### config.mk
export PLATFORM = sky130hd
export DESIGN_NAME = fp_exc_unit
export DESIGN_NICKNAME = d
export VERILOG_FILES = /design/src/rtl/fpx_pkg.sv /design/src/rtl/fpx_fsr.sv /design/src/rtl/fpx_detect.sv /design/src/rtl/fpx_state.sv /design/src/rtl/fp_exc_unit.sv
export SDC_FILE = /design/constraint.sdc
export NUM_CORES = 1
export LEC_CHECK = 0
export BUFFER_PORTS_ARGS = -buffer_cell sky130_fd_sc_hd__buf_2
export CORE_ASPECT_RATIO = 1.25
export CORE_MARGIN = 5
export CORE_UTILIZATION = 40
export CTS_CLUSTER_SIZE = 14
export DETAILED_ROUTE_END_ITERATION = 16
export PLACE_DENSITY_LB_ADDON = 0.2
export SLEW_MARGIN = 10
export SYNTH_ARGS = -nofsm -noshare
export SYNTH_HDL_FRONTEND = slang
export SYNTH_SLANG_ARGS = --single-unit
### constraint.sdc
create_clock -name clk -period 3.7 [get_ports clk]
set_clock_uncertainty 0.1 [all_clocks]
set_input_delay 0.555 -clock clk [delete_from_list [all_inputs] [get_ports clk]]
set_output_delay 0.555 -clock clk [all_outputs]
set_load 0.05 [all_outputs]
### src/rtl/fpx_pkg.sv
package fpx_pkg;
  localparam int REG_W  = 32;
  localparam int NCLS   = 4;
  localparam int EN_LSB = 12;
  localparam int INX_EN = 16;
  localparam int RM_LSB = 17;
  localparam logic [REG_W-1:0] FSR_MASK = 32'h0007_FFFF;

  typedef enum logic [2:0] {
    SEL_FSR  = 3'd0,
    SEL_PFX  = 3'd1,
    SEL_OFFD = 3'd2,
    SEL_OFFR = 3'd3,
    SEL_MSR  = 3'd4,
    SEL_SRR0 = 3'd5,
    SEL_SRR1 = 3'd6,
    SEL_SYN  = 3'd7
  } reg_sel_e;

  // per-class cause: enable and either lane
  function automatic logic [NCLS-1:0] data_cause(logic [NCLS-1:0] en,
                                                 logic [NCLS-1:0] hi,
                                                 logic [NCLS-1:0] lo);
    return en & (hi | lo);
  endfunction

  // inexact with any rounding bit, or a directed-infinity mode
  function automatic logic round_cause(logic inx_en, logic [1:0] rhi,
                                       logic [1:0] rlo, logic [1:0] mode);
    return (inx_en && (|{rhi, rlo})) || mode[1];
  endfunction

  function automatic logic [REG_W-1:0] vec_addr(logic [15:0] pfx_hi,
                                                logic [11:0] off_mid);
    return {pfx_hi, off_mid, 4'b0000};
  endfunction
endpackage

### src/rtl/fpx_fsr.sv
module fpx_fsr
  import fpx_pkg::*;
(
  input  logic             clk,
  input  logic             rst_n,
  input  logic             res_vld,
  input  logic [NCLS-1:0]  flg_hi,
  input  logic [NCLS-1:0]  flg_lo,
  input  logic [1:0]       rnd_hi,
  input  logic [1:0]       rnd_lo,
  input  logic             wr_en,
  input  logic [REG_W-1:0] wdata,
  output logic [REG_W-1:0] fsr
);
  localparam int STAT_W = 2 * NCLS + 4;

  logic [STAT_W-1:0] stat_new;
  assign stat_new = {rnd_hi, rnd_lo, flg_hi, flg_lo};

  always_ff @(posedge clk) begin
    if (!rst_n)       fsr <= '0;
    else if (res_vld) fsr[STAT_W-1:0] <= stat_new;
    else if (wr_en)   fsr <= wdata & FSR_MASK;
  end


  flag_load_chk: assert property (@(posedge clk) disable iff (!rst_n)
    res_vld |=> fsr[STAT_W-1:0] == $past(stat_new));

  ctl_keep_chk: assert property (@(posedge clk) disable iff (!rst_n)
    res_vld |=> fsr[REG_W-1:STAT_W] == $past(fsr[REG_W-1:STAT_W]));
endmodule

### src/rtl/fpx_detect.sv
module fpx_detect
  import fpx_pkg::*;
(
  input  logic            res_vld,
  input  logic [6:0]      ctl,
  input  logic [NCLS-1:0] flg_hi,
  input  logic [NCLS-1:0] flg_lo,
  input  logic [1:0]      rnd_hi,
  input  logic [1:0]      rnd_lo,
  output logic            data_hit,
  output logic            round_hit,
  output logic            wb_en
);
  logic [NCLS-1:0] cause;
  assign cause     = data_cause(ctl[NCLS-1:0], flg_hi, flg_lo);
  assign data_hit  = res_vld && (|cause);
  assign round_hit = res_vld && round_cause(ctl[INX_EN-EN_LSB], rnd_hi, rnd_lo,
                                            ctl[RM_LSB-EN_LSB +: 2]);
  assign wb_en     = res_vld && !data_hit;
endmodule

### src/rtl/fpx_state.sv
module fpx_state
  import fpx_pkg::*;
#(
  parameter logic [REG_W-1:0] KEEP    = 32'h0002_1200,
  parameter int               SYN_BIT = 7
) (
  input  logic             clk,
  input  logic             rst_n,
  input  logic             take,
  input  logic [REG_W-1:0] ea,
  input  logic             sw_we,
  input  logic [2:0]       sw_sel,
  input  logic [REG_W-1:0] wdata,
  output logic [REG_W-1:0] pfx,
  output logic [REG_W-1:0] offd,
  output logic [REG_W-1:0] offr,
  output logic [REG_W-1:0] msr,
  output logic [REG_W-1:0] srr0,
  output logic [REG_W-1:0] srr1,
  output logic [REG_W-1:0] syn
);
  localparam logic [REG_W-1:0] SYN_VAL = REG_W'(1) << SYN_BIT;

  reg_sel_e sel;
  assign sel = reg_sel_e'(sw_sel);

  always_ff @(posedge clk) begin
    if (!rst_n) begin
      pfx  <= '0;
      offd <= '0;
      offr <= '0;
    end else if (sw_we) begin
      if (sel == SEL_PFX)  pfx  <= wdata;
      if (sel == SEL_OFFD) offd <= wdata;
      if (sel == SEL_OFFR) offr <= wdata;
    end
  end

  always_ff @(posedge clk) begin
    if (!rst_n) begin
      msr  <= '0;
      srr0 <= '0;
      srr1 <= '0;
      syn  <= '0;
    end else if (take) begin
      srr0 <= ea;
      srr1 <= msr;
      msr  <= msr & KEEP;
      syn  <= SYN_VAL;
    end else if (sw_we) begin
      if (sel == SEL_MSR)  msr  <= wdata;
      if (sel == SEL_SRR0) srr0 <= wdata;
      if (sel == SEL_SRR1) srr1 <= wdata;
      if (sel == SEL_SYN)  syn  <= wdata;
    end
  end


  ctx_save_chk: assert property (@(posedge clk) disable iff (!rst_n)
    take |=> srr0 == $past(ea) && srr1 == $past(msr));

  msr_strip_chk: assert property (@(posedge clk) disable iff (!rst_n)
    take |=> (msr & ~KEEP) == '0 && (msr & KEEP) == ($past(msr) & KEEP));

  syn_load_chk: assert property (@(posedge clk) disable iff (!rst_n)
    take |=> $onehot0(syn) && syn[SYN_BIT]);

  ctx_hold_chk: assert property (@(posedge clk) disable iff (!rst_n)
    (!take && !sw_we) |=> $stable(msr) && $stable(srr0) && $stable(srr1) && $stable(syn));
endmodule

### src/rtl/fp_exc_unit.sv
module fp_exc_unit
  import fpx_pkg::*;
#(
  parameter int CE_BIT  = 17,
  parameter int ME_BIT  = 12,
  parameter int DE_BIT  = 9,
  parameter int SYN_BIT = 7
) (
  input  logic             clk,
  input  logic             rst_n,
  input  logic             res_vld,
  input  logic [REG_W-1:0] res_ea,
  input  logic [NCLS-1:0]  res_flg_hi,
  input  logic [NCLS-1:0]  res_flg_lo,
  input  logic [1:0]       res_rnd_hi,
  input  logic [1:0]       res_rnd_lo,
  output logic             wb_en,
  input  logic             sw_we,
  input  logic [2:0]       sw_sel,
  input  logic [REG_W-1:0] sw_wdata,
  output logic [REG_W-1:0] sw_rdata,
  output logic             irq_take,
  output logic             irq_data,
  output logic [REG_W-1:0] irq_vec
);
  localparam logic [REG_W-1:0] KEEP =
    (REG_W'(1) << CE_BIT) | (REG_W'(1) << ME_BIT) | (REG_W'(1) << DE_BIT);

  logic [REG_W-1:0] fsr, pfx, offd, offr, msr, srr0, srr1, syn;
  logic data_hit, round_hit, take, fsr_we;
  logic [REG_W-1:0] vec_nxt;

  assign fsr_we = sw_we && (reg_sel_e'(sw_sel) == SEL_FSR);

  fpx_fsr u_fsr (
    .clk(clk), .rst_n(rst_n), .res_vld(res_vld),
    .flg_hi(res_flg_hi), .flg_lo(res_flg_lo),
    .rnd_hi(res_rnd_hi), .rnd_lo(res_rnd_lo),
    .wr_en(fsr_we), .wdata(sw_wdata), .fsr(fsr)
  );

  fpx_detect u_det (
    .res_vld(res_vld), .ctl(fsr[EN_LSB +: 7]),
    .flg_hi(res_flg_hi), .flg_lo(res_flg_lo),
    .rnd_hi(res_rnd_hi), .rnd_lo(res_rnd_lo),
    .data_hit(data_hit), .round_hit(round_hit), .wb_en(wb_en)
  );

  assign take = data_hit || round_hit;

  fpx_state #(.KEEP(KEEP), .SYN_BIT(SYN_BIT)) u_st (
    .clk(clk), .rst_n(rst_n), .take(take), .ea(res_ea),
    .sw_we(sw_we), .sw_sel(sw_sel), .wdata(sw_wdata),
    .pfx(pfx), .offd(offd), .offr(offr),
    .msr(msr), .srr0(srr0), .srr1(srr1), .syn(syn)
  );

  assign vec_nxt = data_hit ? vec_addr(pfx[31:16], offd[15:4])
                            : vec_addr(pfx[31:16], offr[15:4]);

  always_ff @(posedge clk) begin
    if (!rst_n) begin
      irq_take <= 1'b0;
      irq_data <= 1'b0;
      irq_vec  <= '0;
    end else begin
      irq_take <= take;
      irq_data <= data_hit;
      if (take) irq_vec <= vec_nxt;
    end
  end

  always_comb begin
    case (reg_sel_e'(sw_sel))
      SEL_FSR:  sw_rdata = fsr;
      SEL_PFX:  sw_rdata = pfx;
      SEL_OFFD: sw_rdata = offd;
      SEL_OFFR: sw_rdata = offr;
      SEL_MSR:  sw_rdata = msr;
      SEL_SRR0: sw_rdata = srr0;
      SEL_SRR1: sw_rdata = srr1;
      SEL_SYN:  sw_rdata = syn;
      default:  sw_rdata = '0;
    endcase
  end


  data_raise_chk: assert property (@(posedge clk) disable iff (!rst_n)
    data_hit |=> irq_take && irq_data);

  round_raise_chk: assert property (@(posedge clk) disable iff (!rst_n)
    (round_hit && !data_hit) |=> irq_take && !irq_data);

  sw_quiet_chk: assert property (@(posedge clk) disable iff (!rst_n)
    !res_vld |=> !irq_take);

  wb_allow_chk: assert property (@(posedge clk) disable iff (!rst_n)
    wb_en |=> !irq_data);

  vec_align_chk: assert property (@(posedge clk) disable iff (!rst_n)
    irq_take |-> irq_vec[3:0] == 4'b0000 && irq_vec[31:16] == pfx[31:16]);
endmodule

==> flow_metrics.py, run 1 <==
metrics = {
    "run_status": {
        "status": "complete, no violations",
    },
    "cts": {
        "cts_resized": 0,
        "cts_buffers": 29,
        "clk_pin_slew_ns": 0.06,
        "cts_root_buf": "clkbuf_16",
        "clkLatencyLatePin_ns": 0.56,
        "postCtsSetupRepairBufs": 0,
        "cts_num_sinks": 273,
        "cts_hold_buf": 0,
        "clk_path_buf_depth": 3,
        "cts_htree_levels": 1,
        "cts_tree": "yes",
    },
    "routing": {
        "vias_per_cell": 5.516,
        "num_vias": 11159,
        "first_pass_iters": 5,
        "wl_um": 42500,
        "wl_per_cell_um": 21.01,
        "drt_iter0_drc": 739,
        "antenna_left": 0,
        "route.detailed.drc": 0,
    },
    "finish": {
        "finalNonFillerCells": 2023,
        "drive_above_1_share_pct": 26.75,
        "seqCellArea_um2": 5465,
        "nFillCells": 3197,
        "diodes": 0,
        "nets": 1661,
        "multi_input_comb_area_um2": 7330,
        "area_growth_syn_to_layout_pct": 16.93,
    },
    "logic_synthesis": {
        "synth_cell_types": 44,
        "yosysMostFrequentCell": "nand2_1",
        "synth_ff_type": "dfxtp_1",
        "ys_ff_latch": 273,
        "synth_cells": 1474,
        "synthAdderAreaFrac_pct": 0,
        "synth_top_area_share_pct": 40.86,
        "post-synth-top-area-cell": "dfxtp_1",
        "synthTopCellsByArea": "dfxtp_1, mux2i_1, nand2_1, mux2_2, nor3_2",
        "synth_compound_area_share_pct": 10.02,
        "synth_warnings": 0,
        "synthSimpleGateAreaFrac_pct": 20.00,
        "syn-cell-area_um2": 13380,
        "yosys-top-cells-count": "nand2_1, dfxtp_1, mux2i_1, a21oi_1, mux2_2",
        "ys_seq_area_share_pct": 40.86,
        "synth_top_family_by_area": "multiplexers",
        "synth_area_per_cell_um2": 9.074,
        "synth_xor_area_share_pct": 0,
        "synth.area.mux_share_pct": 24.41,
        "synth-edff-count": 0,
        "async_flop_share_pct": 0,
    },
    "sta": {
        "period_minus_slack_ns": 3.060,
        "rsz0062_at_grt": "no",
        "setup_viol": 0,
        "tightest_slew_ns": 0.9791,
        "drv_slew": 0,
        "max-slew-margin-rel_pct": 34.37,
        "finalSetupTns_ns": 0,
        "hold_viol_final": 0,
        "clock.fmax_ghz": 0.3267,
        "finalCritPeriodShare_pct": 82.72,
    },
    "pwr": {
        "seq_power_share_pct": 44.3,
        "power_density_nw_per_um2": 442.1,
        "clockPowerShare_pct": 44.0,
        "combPwrFrac_pct": 11.7,
        "p_leak_nw": 6.125,
        "p_int_mw": 5.099,
        "swShare_pct": 26.26,
        "switchingPower_mw": 1.816,
        "ir_worst_vdd_v": 0.0003228,
    },
    "grt": {
        "grt_max_degree": 82,
        "grt_overflow": 0,
        "grt_pass1_wl_um": 66670,
        "antenna_found_initial": 1,
        "grt_use_total_pct": 22.26,
        "grt_pass1_vias": 11260,
    },
    "setup_path": {
        "worstSetupPathType": "in -> out",
        "cpMaxStageDelayCell": "nand2_1",
        "worstPathRequired_ns": 3.04,
        "start_kind": "input port",
        "crit_chain": "buf_2, clkinv_1, nand2_1, o221ai_1, a21oi_1, buf_2",
        "cp_max_fo": 11,
        "critPathArrivalTime_ns": 2.41,
        "critPathCaptureType": "output pin",
        "cpPeakStageDelay_ns": 0.59,
        "crit_top_cell": "buf_2",
    },
    "floorplanning": {
        "placementRows": 75,
        "initial_core_util_pct": 40.15,
        "coreArea_um2": 33310,
        "ios": 150,
        "die_x_um": 173.6,
        "die_height_um": 214.4,
        "dieArea_um2": 37220,
    },
    "flow_run": {
        "cap_violations": 0,
    },
    "placed_design": {
        "io_buffers": 145,
        "placed_cells": 1970,
        "dpl.hpwl_um": 27560,
        "gp_congestion": 0.8278,
    },
    "worst_hold_path": {
        "hold_class": "in -> reg",
    },
}
==> worst max-delay path, delay by kind of cell <==
kind            cells  cell delay [ns]
buf+inv             3             0.82
compound gates      2             0.42
simple gates        1             0.59
==> layout by cell type, fill, tap and decap left out, types with 5 or more instances in the layout <==
cell type  count
nand4b_1      14
dfxtp_1      273
a22oi_1       12
a221oi_1      18
o221ai_1      15
nor2b_1       12
nand3b_1      11
nand2b_1       5
nand3_1        6
nor3_2        62
clkbuf_16     29
buf_2        139
a22o_1         6
clkbuf_8       5
o2111a_1      12
nor2_1        60
clkinv_2      10
buf_4         52
mux2i_1      181
buf_12        10
o21ai_0       11
mux2_2        95
a21oi_1      116
o2bb2ai_1      5
mux4_2        15
nand2_1      377
==> sequential cells by signal, summed over array words and instances (netlist names), 19 cells and up <==
register and cells:
u_st.srr0 32, u_st.pfx 32, u_st.syn 32, u_st.srr1 32
u_st.offd 32, u_st.offr 32, u_fsr.fsr 19, irq_vec 28
u_st.msr 32
==> stage by stage <==
step	hold slack [ns]	instance area, um^2	util [%]	power, mW	setup slack (ns)
finish	0.1368	15640	46.95	6.914	0.6395
global placement	0.3384	14650	43.99	3.927	0.6691
detailed placement	0.3419	14650	43.99	3.935	0.6507
floorplan	0.3318	13390	-	3.637	0.5515
global route	0.1342	15640	46.95	7.156	0.5139
CTS	0.1172	15640	46.95	6.972	0.6568
==> logic make-up (layout without fill, tap and decap cells) <==
logic type	after synthesis	count (layout)
AO/OA/AOI/OAI	208	208
AND/OR/NAND/NOR	558	558
other	1	4
flip-flops	273	273
multiplexers	295	295
buffers and inverters	139	262
==> power by group through the flow <==
stage          combinational, mW  clock [mW]  sequential (mW)
2_1_floorplan              0.509           0             3.13
3_3_place_gp               0.803           0             3.12
3_5_place_dp               0.809           0             3.13
4_1_cts                    0.812        3.10             3.06
5_1_grt                    0.868        3.22             3.07
6_report                   0.809        3.04             3.06
==> cell type report <==
| cell class | count | area share, % |
|---|---|---|
| repair buffers | 202 | 8.296 |
| multi-input cells | 1065 | 46.86 |
| well taps | 423 | 3.384 |
| flip-flops and latches | 273 | 34.94 |
| clock inverters | 15 | 1.136 |
| clock buffers | 38 | 5.176 |
| inverters | 7 | 0.2000 |
==> path summary, 6_finish.rpt <==
check                                   start            end  slack (ns)  cells past startpoint
worst max-delay path                sw_sel[1]   sw_rdata[13]        0.64                      6
worst min-delay path               res_ea[30]  u_st.srr0[30]        0.14                      3
worst max register to register  u_fsr.fsr[16]  u_st.srr0[19]        0.81                      5
worst min register to register  u_st.offd[17]  u_st.offd[17]        0.35                      2
==> per-layer routing <==
| metal | track usage [%] | wire [um] | vias up |
|---|---|---|---|
| met2 | 37.52 | 20380 | 313 |
| met1 | 28.97 | 18390 | 5428 |
| li1 | - | - | 5337 |
| met5 | 0 | 7 | - |
| met4 | 8.491 | 1519 | 2 |
| met3 | 3.121 | 2207 | 79 |
Power figures use the tool's default switching activity.
==> inputs of run 2 (changes only) <==
==> constraint.sdc (replaced) <==
create_clock -name clk -period 2.8 [get_ports clk]
set_clock_uncertainty 0.1 [all_clocks]
set_input_delay 0.42 -clock clk [delete_from_list [all_inputs] [get_ports clk]]
set_output_delay 0.42 -clock clk [all_outputs]
set_load 0.05 [all_outputs]
==> flow_metrics.py, run 2 (same netlist as run 1, synthesis figures left out) <==
metrics = {
    "setup_path": {
        "reg2reg_depth": 5,
        "critPathCapture": "sw_rdata[30]",
        "reg2reg_from": "u_fsr.fsr[15]",
        "r2r-end": "u_st.srr1[24]",
        "crit_chain": "buf_2, buf_4, nor2b_1, buf_4, a22oi_1, o221ai_1, buf_2",
        "worstSetupPathType": "in -> out",
        "start_kind": "input port",
        "worstPathRequired_ns": 2.28,
        "crit_start": "sw_sel[1]",
        "critPathCaptureType": "output pin",
        "cpMaxStageDelayCell": "buf_4",
        "cp_max_fo": 25,
        "cpPeakStageDelay_ns": 0.35,
        "reg2reg_slack_ns": 0.55,
        "critPathArrivalTime_ns": 2.05,
    },
    "routing": {
        "wl_per_cell_um": 20.49,
        "first_pass_iters": 5,
        "vias_per_cell": 5.490,
        "antenna_left": 0,
        "wl_um": 42030,
        "num_vias": 11260,
        "route.detailed.drc": 0,
        "drt_iter0_drc": 785,
    },
    "sta": {
        "drv_slew": 0,
        "finalCritPeriodShare_pct": 91.70,
        "postLayoutSetupSlackWorst_ns": 0.2324,
        "finalSetupTns_ns": 0,
        "period_minus_slack_ns": 2.568,
        "rsz0062_at_grt": "no",
        "setup_viol": 0,
        "holdWs_ns": 0.01673,
        "tightest_slew_ns": 0.6076,
        "max-slew-margin-rel_pct": 59.49,
        "hold_viol_final": 0,
        "clock.fmax_ghz": 0.3895,
    },
    "pwr": {
        "combPwrFrac_pct": 12.2,
        "seq_power_share_pct": 44.9,
        "p_int_mw": 6.662,
        "power.total_mw": 9.017,
        "ir_worst_vdd_v": 0.0003799,
        "power_density_nw_per_um2": 565.5,
        "swShare_pct": 26.12,
        "p_leak_nw": 6.249,
        "switchingPower_mw": 2.355,
        "clockPowerShare_pct": 42.9,
    },
    "floorplanning": {
        "ios": 150,
        "coreArea_um2": 33310,
        "initial_core_util_pct": 40.15,
        "dieArea_um2": 37220,
        "placementRows": 75,
        "die_x_um": 173.6,
        "die_height_um": 214.4,
    },
    "placed_design": {
        "dpl.hpwl_um": 27960,
        "io_buffers": 145,
        "pre_cts_ws_ns": 0.2373,
        "gp_congestion": 0.8226,
    },
    "cts": {
        "clkLatencyLatePin_ns": 0.55,
        "cts_htree_levels": 1,
        "clk_path_buf_depth": 3,
        "cts_num_sinks": 273,
        "cts_buffers": 29,
        "cts_tree": "yes",
        "cts_root_buf": "clkbuf_16",
        "clk_pin_slew_ns": 0.06,
    },
    "flow_run": {
        "cap_violations": 0,
    },
    "grt": {
        "antenna_found_initial": 2,
        "grt_pass1_wl_um": 65850,
        "grt_pass1_vias": 11324,
        "grt_max_degree": 78,
        "grt_overflow": 0,
        "grt_use_total_pct": 21.79,
    },
    "worst_hold_path": {
        "hold_class": "in -> reg",
        "min-delay-start": "res_flg_hi[1]",
        "hold_depth": 3,
    },
    "finish": {
        "nets": 1690,
        "drive_above_1_share_pct": 27.23,
        "layout_commonest_cell": "nand2_1",
        "layout_common_cells": "nand2_1, dfxtp_1, mux2i_1",
        "area_growth_syn_to_layout_pct": 19.21,
    },
    "run_status": {
        "status": "complete, no violations",
    },
}
==> run 2: changes by cell type in the layout (fill, tap and decap cells not counted), sizes merged <==
cell         previous run  this run
buf                   202       212
dlygate4sd3             0        19
diode                   0         1
clkbuf                 38        42
clkinv                 12         8
bufinv                  4         2
==> run 2: layout make-up <==
| class | instances | area (um^2) |
|---|---|---|
| tap | 423 | 529.3 |
| inverter | 7 | 31.28 |
| clock inverter | 9 | 97.59 |
| clock buffer | 42 | 854.6 |
| sequential | 273 | 5465 |
| timing repair buffer | 231 | 1600 |
| multi-input combinational | 1065 | 7365 |
| fill | 3181 | 17370 |
| antenna | 1 | 2.502 |
==> run 2: worst min-delay path by stage <==
stage | to | slack, ns
2_1_floorplan | u_st.offd[17] | 0.33
6_report | u_fsr.fsr[5] | 0.02
3_5_place_dp | u_st.pfx[9] | 0.35
5_1_grt | u_st.srr0[8] | 0.02
3_3_place_gp | u_st.offr[30] | 0.34
4_1_cts | u_fsr.fsr[8] | 0.0005
==> run 2: repair_timing <==
item / 4_1_cts / 5_1_grt
setup buffers: 0 / 0
hold buffers: 19 / 0
resized for setup: 0 / 0
setup endpoints to repair: 0 / 0
endpoints found under the hold margin: 19 / 0
==> run 2: power groups by stage <==
stage	combinational (mW)	sequential [mW]	clock [mW]
6_report	1.10	4.05	3.87
5_1_grt	1.18	4.05	4.12
4_1_cts	1.10	4.05	3.97
3_5_place_dp	1.08	4.13	0
3_3_place_gp	1.07	4.13	0
2_1_floorplan	0.678	4.13	0
==> run 2: routing by layer <==
layer / routed length [um] / vias up / part of all wire (%) / track usage [%]
met5: 21 / - / 0.050 / 0
met4: 1213 / 4 / 2.9 / 6.654
met3: 1932 / 83 / 4.6 / 2.716
met2: 20650 / 286 / 49 / 38.19
met1: 18210 / 5486 / 43 / 28.00
li1: - / 5401 / - / -
==> run 2: critical path: cells and delay by family <==
kind,cells,cell delay (ns)
buffers and inverters,4,1.01
AOI/OAI and AO/OA,2,0.37
and+or+nand+nor,1,0.24
==> run 2: metrics by stage <==
stage | cell area, um^2 | util [%] | cells
final | 15950 | 47.86 | 2051
after global routing | 15940 | 47.86 | 2050
after floorplan | 13420 | - | 1477
after global placement | 14800 | 44.43 | 1980
after CTS | 15940 | 47.86 | 2050
after detailed placement | 14800 | 44.43 | 1980
==> inputs of run 3 (changes only) <==
==> constraint.sdc (replaced) <==
create_clock -name clk -period 2.7 [get_ports clk]
set_clock_uncertainty 0.1 [all_clocks]
set_input_delay 0.405 -clock clk [delete_from_list [all_inputs] [get_ports clk]]
set_output_delay 0.405 -clock clk [all_outputs]
set_load 0.05 [all_outputs]
==> flow_metrics.py, run 3 (same netlist as run 1, synthesis figures left out) <==
metrics = {
    "setup_path": {
        "worstSetupPathType": "in -> out",
        "critPathArrivalTime_ns": 2.12,
        "cp_max_fo": 4,
        "critPathCaptureType": "output pin",
        "start_kind": "input port",
        "worstPathRequired_ns": 2.19,
    },
    "placed_design": {
        "io_buffers": 145,
        "gp_congestion": 0.8335,
        "placed_cells": 1990,
        "dpl.hpwl_um": 27710,
    },
    "grt": {
        "antenna_found_initial": 2,
        "grt_pass1_wl_um": 65400,
        "grt_overflow": 0,
        "grt_pass1_vias": 11456,
        "grt_max_degree": 118,
        "grt_use_total_pct": 21.68,
    },
    "finish": {
        "layout_common_cells": "nand2_1, dfxtp_1, mux2i_1",
        "finalNonFillerCells": 2062,
        "utilization_pct": 48.20,
        "area_growth_syn_to_layout_pct": 20.04,
        "nFillCells": 3218,
        "layout_commonest_cell": "nand2_1",
        "nets": 1701,
        "multi_input_comb_area_um2": 7385,
        "seqCellArea_um2": 5465,
        "drive_above_1_share_pct": 28.13,
        "diodes": 0,
    },
    "sta": {
        "tightest_slew_ns": 0.6804,
        "finalSetupTns_ns": 0,
        "setup_viol": 0,
        "hold_viol_final": 0,
        "rsz0062_at_grt": "no",
        "period_minus_slack_ns": 2.625,
        "drv_slew": 0,
        "max-slew-margin-rel_pct": 54.64,
        "finalCritPeriodShare_pct": 97.24,
        "clock.fmax_ghz": 0.3809,
    },
    "cts": {
        "cts_num_sinks": 273,
        "clkLatencyLatePin_ns": 0.55,
        "cts_tree": "yes",
        "clk_pin_slew_ns": 0.06,
        "cts_root_buf": "clkbuf_16",
        "clk_path_buf_depth": 3,
        "cts_buffers": 29,
        "cts_htree_levels": 1,
    },
    "floorplanning": {
        "die_x_um": 173.6,
        "ios": 150,
        "dieArea_um2": 37220,
        "coreArea_um2": 33310,
        "die_height_um": 214.4,
        "placementRows": 75,
        "initial_core_util_pct": 40.15,
    },
    "routing": {
        "drt_iter0_drc": 629,
        "wl_um": 41650,
        "wl_per_cell_um": 20.20,
        "vias_per_cell": 5.452,
        "antenna_left": 0,
        "num_vias": 11243,
        "route.detailed.drc": 0,
        "first_pass_iters": 5,
    },
    "flow_run": {
        "cap_violations": 0,
    },
    "worst_hold_path": {
        "hold_class": "in -> reg",
    },
    "pwr": {
        "p_leak_nw": 6.297,
        "power_density_nw_per_um2": 575.0,
        "ir_worst_vdd_v": 0.0003220,
    },
    "run_status": {
        "status": "complete, no violations",
    },
}
-- run 3: repair_timing --
item / in CTS / in global routing
gates resized for setup: 0 / 1
endpoints found under the setup margin: 0 / 1
buffers inserted: 0 / 0
hold buffers: 20 / 0
endpoints found under the hold margin: 20 / 0
-- run 3: report_power, final --
part | internal, mW | switching [mW] | total, mW
Sequential | 4.13 | 0.0635 | 4.20
Clock | 2.21 | 1.66 | 3.88
Combinational | 0.423 | 0.737 | 1.16
-- run 3: worst max-delay path, cell delays in order --
cell and delay [ns]:
dlygate4sd3_1 0.53, buf_2 0.13, o21ai_0 0.24, and4_2 0.38
and2_1 0.16, buf_2 0.26
-- run 3: final timing paths --
kind / start / to / slack [ns] / cells past startpoint
max: res_flg_lo[3] / wb_en / 0.07 / 6
min: res_ea[5] / u_st.srr0[5] / 0.004 / 3
max reg2reg: u_fsr.fsr[15] / u_st.srr1[5] / 0.46 / 5
min reg2reg: u_st.offr[16] / u_st.offr[16] / 0.35 / 2
-- run 3: per-stage QoR --
step	area [um^2]	power [mW]	setup WS (ns)	hold WS (ns)
after detailed placement	14930	5.422	0.1958	0.3431
after CTS	16050	9.294	0.04119	0.0007547
final	16060	9.232	0.07459	0.003890
after global placement	14930	5.410	0.2275	0.3385
after floorplan	13440	4.993	0.0004101	0.3318
after global routing	16060	9.570	0.04256	0.003031
-- run 3: metal layers --
layer | up-vias | wire length (um) | track usage, %
li1 | 5419 | - | -
met1 | 5458 | 17990 | 27.40
met5 | - | 21 | 0
met4 | 4 | 1282 | 7.187
met3 | 76 | 1931 | 2.874
met2 | 286 | 20430 | 38.15
-- run 3: final cells by class --
class | instances | share of cell area [%]
clock buffers | 43 | 5.408
clock inverters | 9 | 0.3351
inverters | 7 | 0.1948
multi-input cells | 1065 | 45.99
flip-flops and latches | 273 | 34.04
well taps | 423 | 3.296
repair buffers | 242 | 10.73
